## config.mk

```make
export PLATFORM = sky130hd
export DESIGN_NAME = iq_demod
export DESIGN_NICKNAME = d
export VERILOG_FILES = /design/src/rtl/iqd_pkg.sv /design/src/rtl/iqd_sorter.sv /design/src/rtl/iqd_cordic_step.sv /design/src/rtl/iqd_cordic.sv /design/src/rtl/iqd_polar_out.sv /design/src/rtl/iq_demod.sv
export SDC_FILE = /design/constraint.sdc
export NUM_CORES = 2
export LEC_CHECK = 0
export BUFFER_PORTS_ARGS = -buffer_cell sky130_fd_sc_hd__clkbuf_2
export CORE_MARGIN = 2
export CORE_UTILIZATION = 30
export DETAILED_ROUTE_END_ITERATION = 10
export SYNTH_ARGS = -nofsm -noshare
export SYNTH_HDL_FRONTEND = slang
export SYNTH_HIERARCHICAL = 1
export SYNTH_SLANG_ARGS = --single-unit
export TNS_END_PERCENT = 20
```

## constraint.sdc

```tcl
create_clock -name clk -period 9.3 [get_ports clk]
set_input_delay 0.465 -clock clk [delete_from_list [all_inputs] [get_ports clk]]
set_output_delay 0.465 -clock clk [all_outputs]
set_load 0.005 [all_outputs]
```

## src/rtl/iqd_pkg.sv

```systemverilog
package iqd_pkg;

    typedef enum logic [1:0] {
        SLOT_I  = 2'd0,
        SLOT_Q  = 2'd1,
        SLOT_NI = 2'd2,
        SLOT_NQ = 2'd3
    } slot_e;

    localparam int ATAN_ENTRIES = 20;

    // arctan(2^-idx) with 2^31 standing for half a turn
    function automatic logic [31:0] atan_q31(input int idx);
        case (idx)
            0:  atan_q31 = 32'd536870912;
            1:  atan_q31 = 32'd316933406;
            2:  atan_q31 = 32'd167458907;
            3:  atan_q31 = 32'd85004756;
            4:  atan_q31 = 32'd42667331;
            5:  atan_q31 = 32'd21354465;
            6:  atan_q31 = 32'd10679838;
            7:  atan_q31 = 32'd5340245;
            8:  atan_q31 = 32'd2670163;
            9:  atan_q31 = 32'd1335087;
            10: atan_q31 = 32'd667544;
            11: atan_q31 = 32'd333772;
            12: atan_q31 = 32'd166886;
            13: atan_q31 = 32'd83443;
            14: atan_q31 = 32'd41722;
            15: atan_q31 = 32'd20861;
            16: atan_q31 = 32'd10430;
            17: atan_q31 = 32'd5215;
            18: atan_q31 = 32'd2608;
            19: atan_q31 = 32'd1304;
            default: atan_q31 = 32'd0;
        endcase
    endfunction

endpackage

```

## src/rtl/iqd_sorter.sv

```systemverilog
module iqd_sorter
    import iqd_pkg::*;
#(
    parameter int DW = 16
) (
    input  logic                 clk,
    input  logic                 rst,
    input  logic                 smp_vld,
    input  logic signed [DW-1:0] smp,
    input  logic                 resync,
    output logic                 pair_vld,
    output logic signed [DW:0]   pair_i,
    output logic signed [DW:0]   pair_q
);

    slot_e state;
    slot_e cur;
    slot_e nxt;

    logic signed [DW:0] ext;
    logic signed [DW:0] neg;
    logic signed [DW:0] hold_i;

    assign ext = {smp[DW-1], smp};
    assign neg = -ext;

    // resync overrides the stored slot for the sample of this cycle
    always_comb begin
        cur = resync ? SLOT_I : state;
    end

    always_comb begin
        nxt = cur;
        if (smp_vld) begin
            unique case (cur)
                SLOT_I:  nxt = SLOT_Q;
                SLOT_Q:  nxt = SLOT_NI;
                SLOT_NI: nxt = SLOT_NQ;
                SLOT_NQ: nxt = SLOT_I;
            endcase
        end
    end

    always_ff @(posedge clk) begin
        if (rst) begin
            state <= SLOT_I;
        end else begin
            state <= nxt;
        end
    end

    always_ff @(posedge clk) begin
        if (rst) begin
            pair_vld <= 1'b0;
            pair_i   <= '0;
            pair_q   <= '0;
            hold_i   <= '0;
        end else begin
            pair_vld <= 1'b0;
            if (smp_vld) begin
                unique case (cur)
                    SLOT_I: begin
                        hold_i <= ext;
                    end
                    SLOT_Q: begin
                        pair_vld <= 1'b1;
                        pair_i   <= hold_i;
                        pair_q   <= ext;
                    end
                    SLOT_NI: begin
                        hold_i <= neg;
                    end
                    SLOT_NQ: begin
                        pair_vld <= 1'b1;
                        pair_i   <= hold_i;
                        pair_q   <= neg;
                    end
                endcase
            end
        end
    end

endmodule

```

## src/rtl/iqd_cordic_step.sv

```systemverilog
module iqd_cordic_step #(
    parameter int             XW  = 23,
    parameter int             ZW  = 20,
    parameter int             SH  = 0,
    parameter logic [ZW-1:0]  ANG = '0
) (
    input  logic                 clk,
    input  logic                 rst,
    input  logic                 vld_i,
    input  logic signed [XW-1:0] x_i,
    input  logic signed [XW-1:0] y_i,
    input  logic        [ZW-1:0] z_i,
    output logic                 vld_o,
    output logic signed [XW-1:0] x_o,
    output logic signed [XW-1:0] y_o,
    output logic        [ZW-1:0] z_o
);

    logic signed [XW-1:0] x_sh;
    logic signed [XW-1:0] y_sh;

    assign x_sh = x_i >>> SH;
    assign y_sh = y_i >>> SH;

    always_ff @(posedge clk) begin
        if (rst) begin
            vld_o <= 1'b0;
            x_o   <= '0;
            y_o   <= '0;
            z_o   <= '0;
        end else begin
            vld_o <= vld_i;
            if (y_i[XW-1]) begin
                x_o <= x_i - y_sh;
                y_o <= y_i + x_sh;
                z_o <= z_i - ANG;
            end else begin
                x_o <= x_i + y_sh;
                y_o <= y_i - x_sh;
                z_o <= z_i + ANG;
            end
        end
    end

endmodule

```

## src/rtl/iqd_cordic.sv

```systemverilog
module iqd_cordic
    import iqd_pkg::*;
#(
    parameter int DW   = 16,
    parameter int GB   = 4,
    parameter int ITER = 16,
    parameter int ZW   = 20
) (
    input  logic                        clk,
    input  logic                        rst,
    input  logic                        in_vld,
    input  logic signed [DW:0]          in_i,
    input  logic signed [DW:0]          in_q,
    output logic                        out_vld,
    output logic signed [DW+2+GB:0]     out_x,
    output logic        [ZW-1:0]        out_z
);

    localparam int XW = DW + 3 + GB;
    localparam logic [ZW-1:0] HALF_TURN = {1'b1, {(ZW-1){1'b0}}};

    logic signed [XW-1:0] xi;
    logic signed [XW-1:0] yi;

    logic                 vs [0:ITER];
    logic signed [XW-1:0] xs [0:ITER];
    logic signed [XW-1:0] ys [0:ITER];
    logic        [ZW-1:0] zs [0:ITER];

    assign xi = {{2{in_i[DW]}}, in_i, {GB{1'b0}}};
    assign yi = {{2{in_q[DW]}}, in_q, {GB{1'b0}}};

    // quadrant pre-rotation: a left half-plane vector is turned by half a turn
    always_ff @(posedge clk) begin
        if (rst) begin
            vs[0] <= 1'b0;
            xs[0] <= '0;
            ys[0] <= '0;
            zs[0] <= '0;
        end else begin
            vs[0] <= in_vld;
            if (in_i[DW]) begin
                xs[0] <= -xi;
                ys[0] <= -yi;
                zs[0] <= HALF_TURN;
            end else begin
                xs[0] <= xi;
                ys[0] <= yi;
                zs[0] <= '0;
            end
        end
    end

    for (genvar g = 0; g < ITER; g++) begin : g_step
        localparam logic [31:0]   A32 = atan_q31(g);
        localparam logic [ZW-1:0] AZ  = A32[31 -: ZW];

        iqd_cordic_step #(
            .XW  (XW),
            .ZW  (ZW),
            .SH  (g),
            .ANG (AZ)
        ) u_step (
            .clk   (clk),
            .rst   (rst),
            .vld_i (vs[g]),
            .x_i   (xs[g]),
            .y_i   (ys[g]),
            .z_i   (zs[g]),
            .vld_o (vs[g+1]),
            .x_o   (xs[g+1]),
            .y_o   (ys[g+1]),
            .z_o   (zs[g+1])
        );
    end

    assign out_vld = vs[ITER];
    assign out_x   = xs[ITER];
    assign out_z   = zs[ITER];

endmodule

```

## src/rtl/iqd_polar_out.sv

```systemverilog
module iqd_polar_out #(
    parameter int XW = 23,
    parameter int ZW = 20,
    parameter int GB = 4,
    parameter int AW = 18,
    parameter int PW = 16
) (
    input  logic                 clk,
    input  logic                 rst,
    input  logic                 in_vld,
    input  logic signed [XW-1:0] x,
    input  logic        [ZW-1:0] z,
    input  logic        [PW-1:0] offset,
    output logic                 out_vld,
    output logic        [AW-1:0] amp,
    output logic        [PW-1:0] phase
);

    localparam logic [XW-1:0] XHALF = XW'(1) << (GB - 1);
    localparam logic [ZW-1:0] ZHALF = ZW'(1) << (ZW - PW - 1);

    logic [AW-1:0] amp_n;
    logic [PW-1:0] ph_n;

    assign amp_n = AW'((x + XHALF) >>> GB);
    assign ph_n  = PW'((z + ZHALF) >> (ZW - PW)) + offset;

    always_ff @(posedge clk) begin
        if (rst) begin
            out_vld <= 1'b0;
            amp     <= '0;
            phase   <= '0;
        end else begin
            out_vld <= in_vld;
            if (in_vld) begin
                amp   <= amp_n;
                phase <= ph_n;
            end
        end
    end

endmodule

```

## src/rtl/iq_demod.sv

```systemverilog
module iq_demod #(
    parameter int DW   = 16,
    parameter int PW   = 16,
    parameter int ITER = 16,
    parameter int GB   = 4,
    parameter int GZ   = 4
) (
    input  logic                 clk,
    input  logic                 rst,
    input  logic                 smp_vld,
    input  logic signed [DW-1:0] smp_data,
    input  logic                 resync,
    input  logic signed [PW-1:0] ph_offset,
    output logic                 out_valid,
    output logic        [DW+1:0] out_amp,
    output logic signed [PW-1:0] out_phase
);

    localparam int XW      = DW + 3 + GB;
    localparam int ZW      = PW + GZ;
    localparam int AW      = DW + 2;
    localparam int LATENCY = ITER + 2;

    logic                 pair_vld;
    logic signed [DW:0]   pair_i;
    logic signed [DW:0]   pair_q;
    logic                 cv;
    logic signed [XW-1:0] cx;
    logic        [ZW-1:0] cz;
    logic        [PW-1:0] ph_raw;

    iqd_sorter #(.DW(DW)) u_sort (
        .clk      (clk),
        .rst      (rst),
        .smp_vld  (smp_vld),
        .smp      (smp_data),
        .resync   (resync),
        .pair_vld (pair_vld),
        .pair_i   (pair_i),
        .pair_q   (pair_q)
    );

    iqd_cordic #(.DW(DW), .GB(GB), .ITER(ITER), .ZW(ZW)) u_cordic (
        .clk     (clk),
        .rst     (rst),
        .in_vld  (pair_vld),
        .in_i    (pair_i),
        .in_q    (pair_q),
        .out_vld (cv),
        .out_x   (cx),
        .out_z   (cz)
    );

    iqd_polar_out #(.XW(XW), .ZW(ZW), .GB(GB), .AW(AW), .PW(PW)) u_out (
        .clk     (clk),
        .rst     (rst),
        .in_vld  (cv),
        .x       (cx),
        .z       (cz),
        .offset  (ph_offset),
        .out_vld (out_valid),
        .amp     (out_amp),
        .phase   (ph_raw)
    );

    assign out_phase = ph_raw;

endmodule

```

# Word level (Yosys, flattened, before mapping)

Index checks and enable logic that the tools add are counted.

Order comparisons: 0
Multiplexer cells: 56
Bitwise operators: 2
Add/subtract/negate cells: 99
Multipliers: 0
Shifts and indexed selects: 0
Equality and inequality tests: 3
Reductions and logical operators: 9
Div/mod/pow operators: 0

Operators with widths:

| operator         | count |
|---|---|
| $mux W23         | 30 |
| $mux W20         | 18 |
| $pmux W17 S2     | 2 |
| $add A23 B10 Y23 | 2 |
| $add A23 B11 Y23 | 2 |
| $add A23 B12 Y23 | 2 |
| $add A23 B13 Y23 | 2 |
| $add A23 B14 Y23 | 2 |
| $add A23 B15 Y23 | 2 |
| $add A23 B16 Y23 | 2 |
| $add A23 B17 Y23 | 2 |
| $add A23 B18 Y23 | 2 |
| $add A23 B19 Y23 | 2 |
| $add A23 B20 Y23 | 2 |
| $add A23 B21 Y23 | 2 |
| $add A23 B22 Y23 | 2 |
| $neg A21 Y23     | 2 |
| $sub A23 B10 Y23 | 2 |
| $sub A23 B11 Y23 | 2 |
| $sub A23 B12 Y23 | 2 |
| $sub A23 B13 Y23 | 2 |
| $sub A23 B14 Y23 | 2 |
| $sub A23 B15 Y23 | 2 |
| $sub A23 B16 Y23 | 2 |
| 60 further kinds | 77 |

ROM bits: 0
Bits in latches: 0
Logic and storage cells: 246
Register bits after elaboration: 1203
Memories: 0
Bits in writable memories: 0
Bits of input ports: 36

# Depth between registers and ports, before layout

Word-level depth: 4
Depth in mapped cells: 17
Depth with buffers taken out: 16

# Hierarchy

The synthesis kept the hierarchy.

By module, submodules not included:

| module                                       | area an instance (um^2) | cells an instance | instances |
|---|---|---|---|
| iqd_cordic_step (u_cordic.g_step[3].u_step)  | 6043.3                  | 767               | 1 |
| iqd_cordic_step (u_cordic.g_step[7].u_step)  | 5891.9                  | 735               | 1 |
| iqd_cordic_step (u_cordic.g_step[2].u_step)  | 5854.4                  | 743               | 1 |
| iqd_cordic_step (u_cordic.g_step[9].u_step)  | 5839.4                  | 732               | 1 |
| iqd_cordic_step (u_cordic.g_step[11].u_step) | 5760.5                  | 734               | 1 |
| iqd_cordic_step (u_cordic.g_step[1].u_step)  | 5735.5                  | 721               | 1 |
| iqd_cordic_step (u_cordic.g_step[13].u_step) | 5731.7                  | 709               | 1 |
| iqd_cordic_step (u_cordic.g_step[6].u_step)  | 5689.2                  | 706               | 1 |
| iqd_cordic_step (u_cordic.g_step[10].u_step) | 5644.2                  | 712               | 1 |
| iqd_cordic_step (u_cordic.g_step[5].u_step)  | 5576.6                  | 703               | 1 |
| iqd_cordic_step (u_cordic.g_step[8].u_step)  | 5564.1                  | 691               | 1 |
| iqd_cordic_step (u_cordic.g_step[0].u_step)  | 5540.3                  | 716               | 1 |
| iqd_cordic_step (u_cordic.g_step[4].u_step)  | 5496.5                  | 672               | 1 |
| iqd_cordic_step (u_cordic.g_step[15].u_step) | 5342.6                  | 671               | 1 |
| 5 more rows                                  | n/a                     | n/a               | n/a |

# Worst setup path before layout

No wires, ideal clock.

Path type: register to register
Start: register u_cordic/g_step[2].u_step/y_o[7] (netlist name)
End: register u_cordic/g_step[3].u_step/x_o[19] (netlist name)
Arrival time: 3.412 ns
Setup slack: 5.754 ns
Clock period less this slack: 3.546 ns
Path buffers: 0
Cell stages (with the launch flop): 14
Cell sequence: dfxtp_1 > or4_4 > nor4_4 > and2_2 > and3_1 > nor2_1 > xnor2_1 > ha_1 > a21o_1 > a21oi_1 > nor2b_1 > or3_1 > o21a_1 > or4_1

Cells in the longest elaborated chain, start to end: 2
Elaborated cells between the ends (all ways): 3

Ends and longest elaborated chain:

| what                                                        | RTL line                                     | source |
|---|---|---|
| $add A23 B20 Y23 / $sub A23 B20 Y23 (equally long branches) | iqd_cordic_step.sv:38, iqd_cordic_step.sv:34 |  |
| $mux W23 (*)                                                | iqd_cordic_step.sv:33                        | `if (y_i[XW-1]) begin` |

Every way passes the cells marked *; elsewhere a longest branch is shown, timed or not.
A chain may end at the register's enable or synchronous reset.

# Final worst setup path

Start: register u_cordic/g_step[1].u_step/y_o[15] (netlist name)
End: register u_cordic/g_step[2].u_step/x_o[22] (netlist name)

Cells in the longest elaborated chain, start to end: 2
Elaborated cells between the ends (all ways): 3

Ends and longest elaborated chain:

| what                                                        | RTL line |
|---|---|
| $add A23 B21 Y23 / $sub A23 B21 Y23 (equally long branches) | iqd_cordic_step.sv:38, iqd_cordic_step.sv:34 |
| $mux W23 (*)                                                | iqd_cordic_step.sv:33 |

Marks and branches as above.

==> qor.csv <==
metric,value,unit
fin_area,104000,µm²
synthesis.area,94300,µm²
timing.final.ws_setup,5.10,ns
final_nets,12900,
htree_num_levels,4,
drive_above_1_share,0.0626,
die_w,565,µm
dp_hpwl,196000,µm
finalClockSkew,0.0613,ns
die-area,319000,µm²
finalSetupViolCount,0,
grt_max_degree,206,
report.final.slew_viol_count,0,
worst_ep_arrival_time,4.85,ns
post_cts_buffers,0,
netlist_instances,11800,
grtUsageTotal,0.152,
initial_core_util,0.302,
core_area,312000,µm²
antenna_left,0,
critical_path_class,reg2reg,
ys_warn_count,6,
cts_tree,yes,
via_count,81900,
start_kind,flop,
grt_first_pass_wirelength,410000,µm
path_clk_slew,0.06,ns
grt-ovfl-total,0,
synth_area_per_cell,8.03,µm²
wirelength,250000,µm
clkLatencyLatePin,0.83,ns
firstDrtPassIters,6,
gp_congestion,0.916,
nFillCells,33100,
root_buffer,clkbuf_16,
rsz0062_at_grt,false,
row_count,205,
cp-end-kind,flop,
wl_per_cell,15.7,µm
cts_resized,0,
cp_data_required_time,9.94,ns
post-place-ws,5.23,ns
status,finished clean,
die_height,565,µm
cts.sinks,1154,
tns,0,ns
antenna_found_initial,3,
syn_to_final_growth,10.4,%
final-hold-violation-count,0,
io_pins,71,
maxSlewHeadroom,0.225,
via_per_inst,5.14,
max_freq,238,MHz
placed_area,98800,µm²
crit_fanout,7,
grt_pass1_vias,78200,
numPortBuffers,70,
worst_pin_slew,1.15,ns
min_period,4.20,ns
drtIter0Drc,5526,
hold_path_class,in2reg,
cap_viol_max_count,0,
cts_buffers,147,
cts_buffer_depth,4,
drc,0,
period_share,0.452,
## worst max-delay path, cell delays in order, from the launching register on
cell and delay, ns:
dfxtp_1 0.39, nor3_1 0.29, nand2_1 0.17, nor4_1 0.67, a41oi_1 0.41, xnor2_1 0.23
ha_1 0.40, a21o_1 0.23, a211oi_1 0.28, o21ai_0 0.14, a221o_1 0.34, a31oi_1 0.25
xnor2_1 0.16, nor2_1 0.06
## path summary, 6_finish.rpt
check,start,endpoint,slack [ns],cells after the start
worst max-delay path,u_cordic/g_step[1].u_step/y_o[15],u_cordic/g_step[2].u_step/x_o[22],5.10,13
worst min-delay path,smp_data[6],u_sort/hold_i[6],0.11,3
worst max register to register,u_cordic/g_step[1].u_step/y_o[15],u_cordic/g_step[2].u_step/x_o[22],5.10,13
worst min register to register,u_cordic/g_step[9].u_step/z_o[1],u_cordic/g_step[10].u_step/z_o[1],0.43,1
## what timing repair did
| action | CTS | global route |
|---|---|---|
| hold buffers | 13 | 0 |
| setup endpoints to repair | 0 | 0 |
| endpoints found under the hold margin | 21 | 0 |
## metrics by stage
stage	hold WS [ns]	std cells	util
after floorplan	0.414	11800	-
after global placement	0.415	15700	0.316
after detailed placement	0.424	15700	0.316
after CTS	0.0374	15900	0.333
after global routing	0.0934	15900	0.333
final	0.108	15900	0.333
## sequential cells by signal (all words and copies together), names as in the netlist
name / cells
u_cordic/ys: 19
u_sort/pair_vld: 1
u_cordic/g_step.u_step/x_o: 362
u_cordic/zs: 1
u_cordic/g_step.u_step/y_o: 330
u_cordic/g_step.u_step/vld_o: 16
u_sort/pair_q: 17
u_sort/pair_i: 17
u_sort/state: 2
u_cordic/xs: 19
u_cordic/vs: 1
u_cordic/g_step.u_step/z_o: 317
u_out/out_vld: 1
u_sort/hold_i: 17
u_out/phase: 16
u_out/amp: 18
## final cells by class
cell class                 count  area [µm²]  area share
timing repair buffer         117         783     0.00752
inverter                     467        1750      0.0168
tap                         4140        5180      0.0497
sequential                  1154       23100       0.222
antenna                        4        10.0   0.0000961
multi-input combinational   9799       68100       0.654
clock buffer                 186        4030      0.0387
clock inverter                76        1190      0.0115
## metal layers
layer,GRT usage,vias to the layer above,share of wire
li1,-,42100,-
met1,0.203,37700,0.47
met2,0.257,1737,0.46
met3,0.0171,387,0.042
met4,0.0433,0,0.027
met5,0,-,0
## placed cells by master (no fill, tap or decap), types with 116 or more instances in the layout
cell type  count
o21a_1       174
dfxtp_1     1144
nor3_1       410
inv_1        463
a21oi_1     1000
nor2_1      1570
a21o_1       392
a31oi_1      139
xnor2_1      550
a211oi_1     181
nand4_1      131
and3_1       118
mux2_2       116
o21ai_0      471
nor2b_1      332
nand2_1      689
ha_1        1132
nand3_1      194
clkbuf_16    150
xor2_1       431
Power is not shown: default switching activity piles up to over one toggle a cycle in this logic, so the estimate is an artifact.
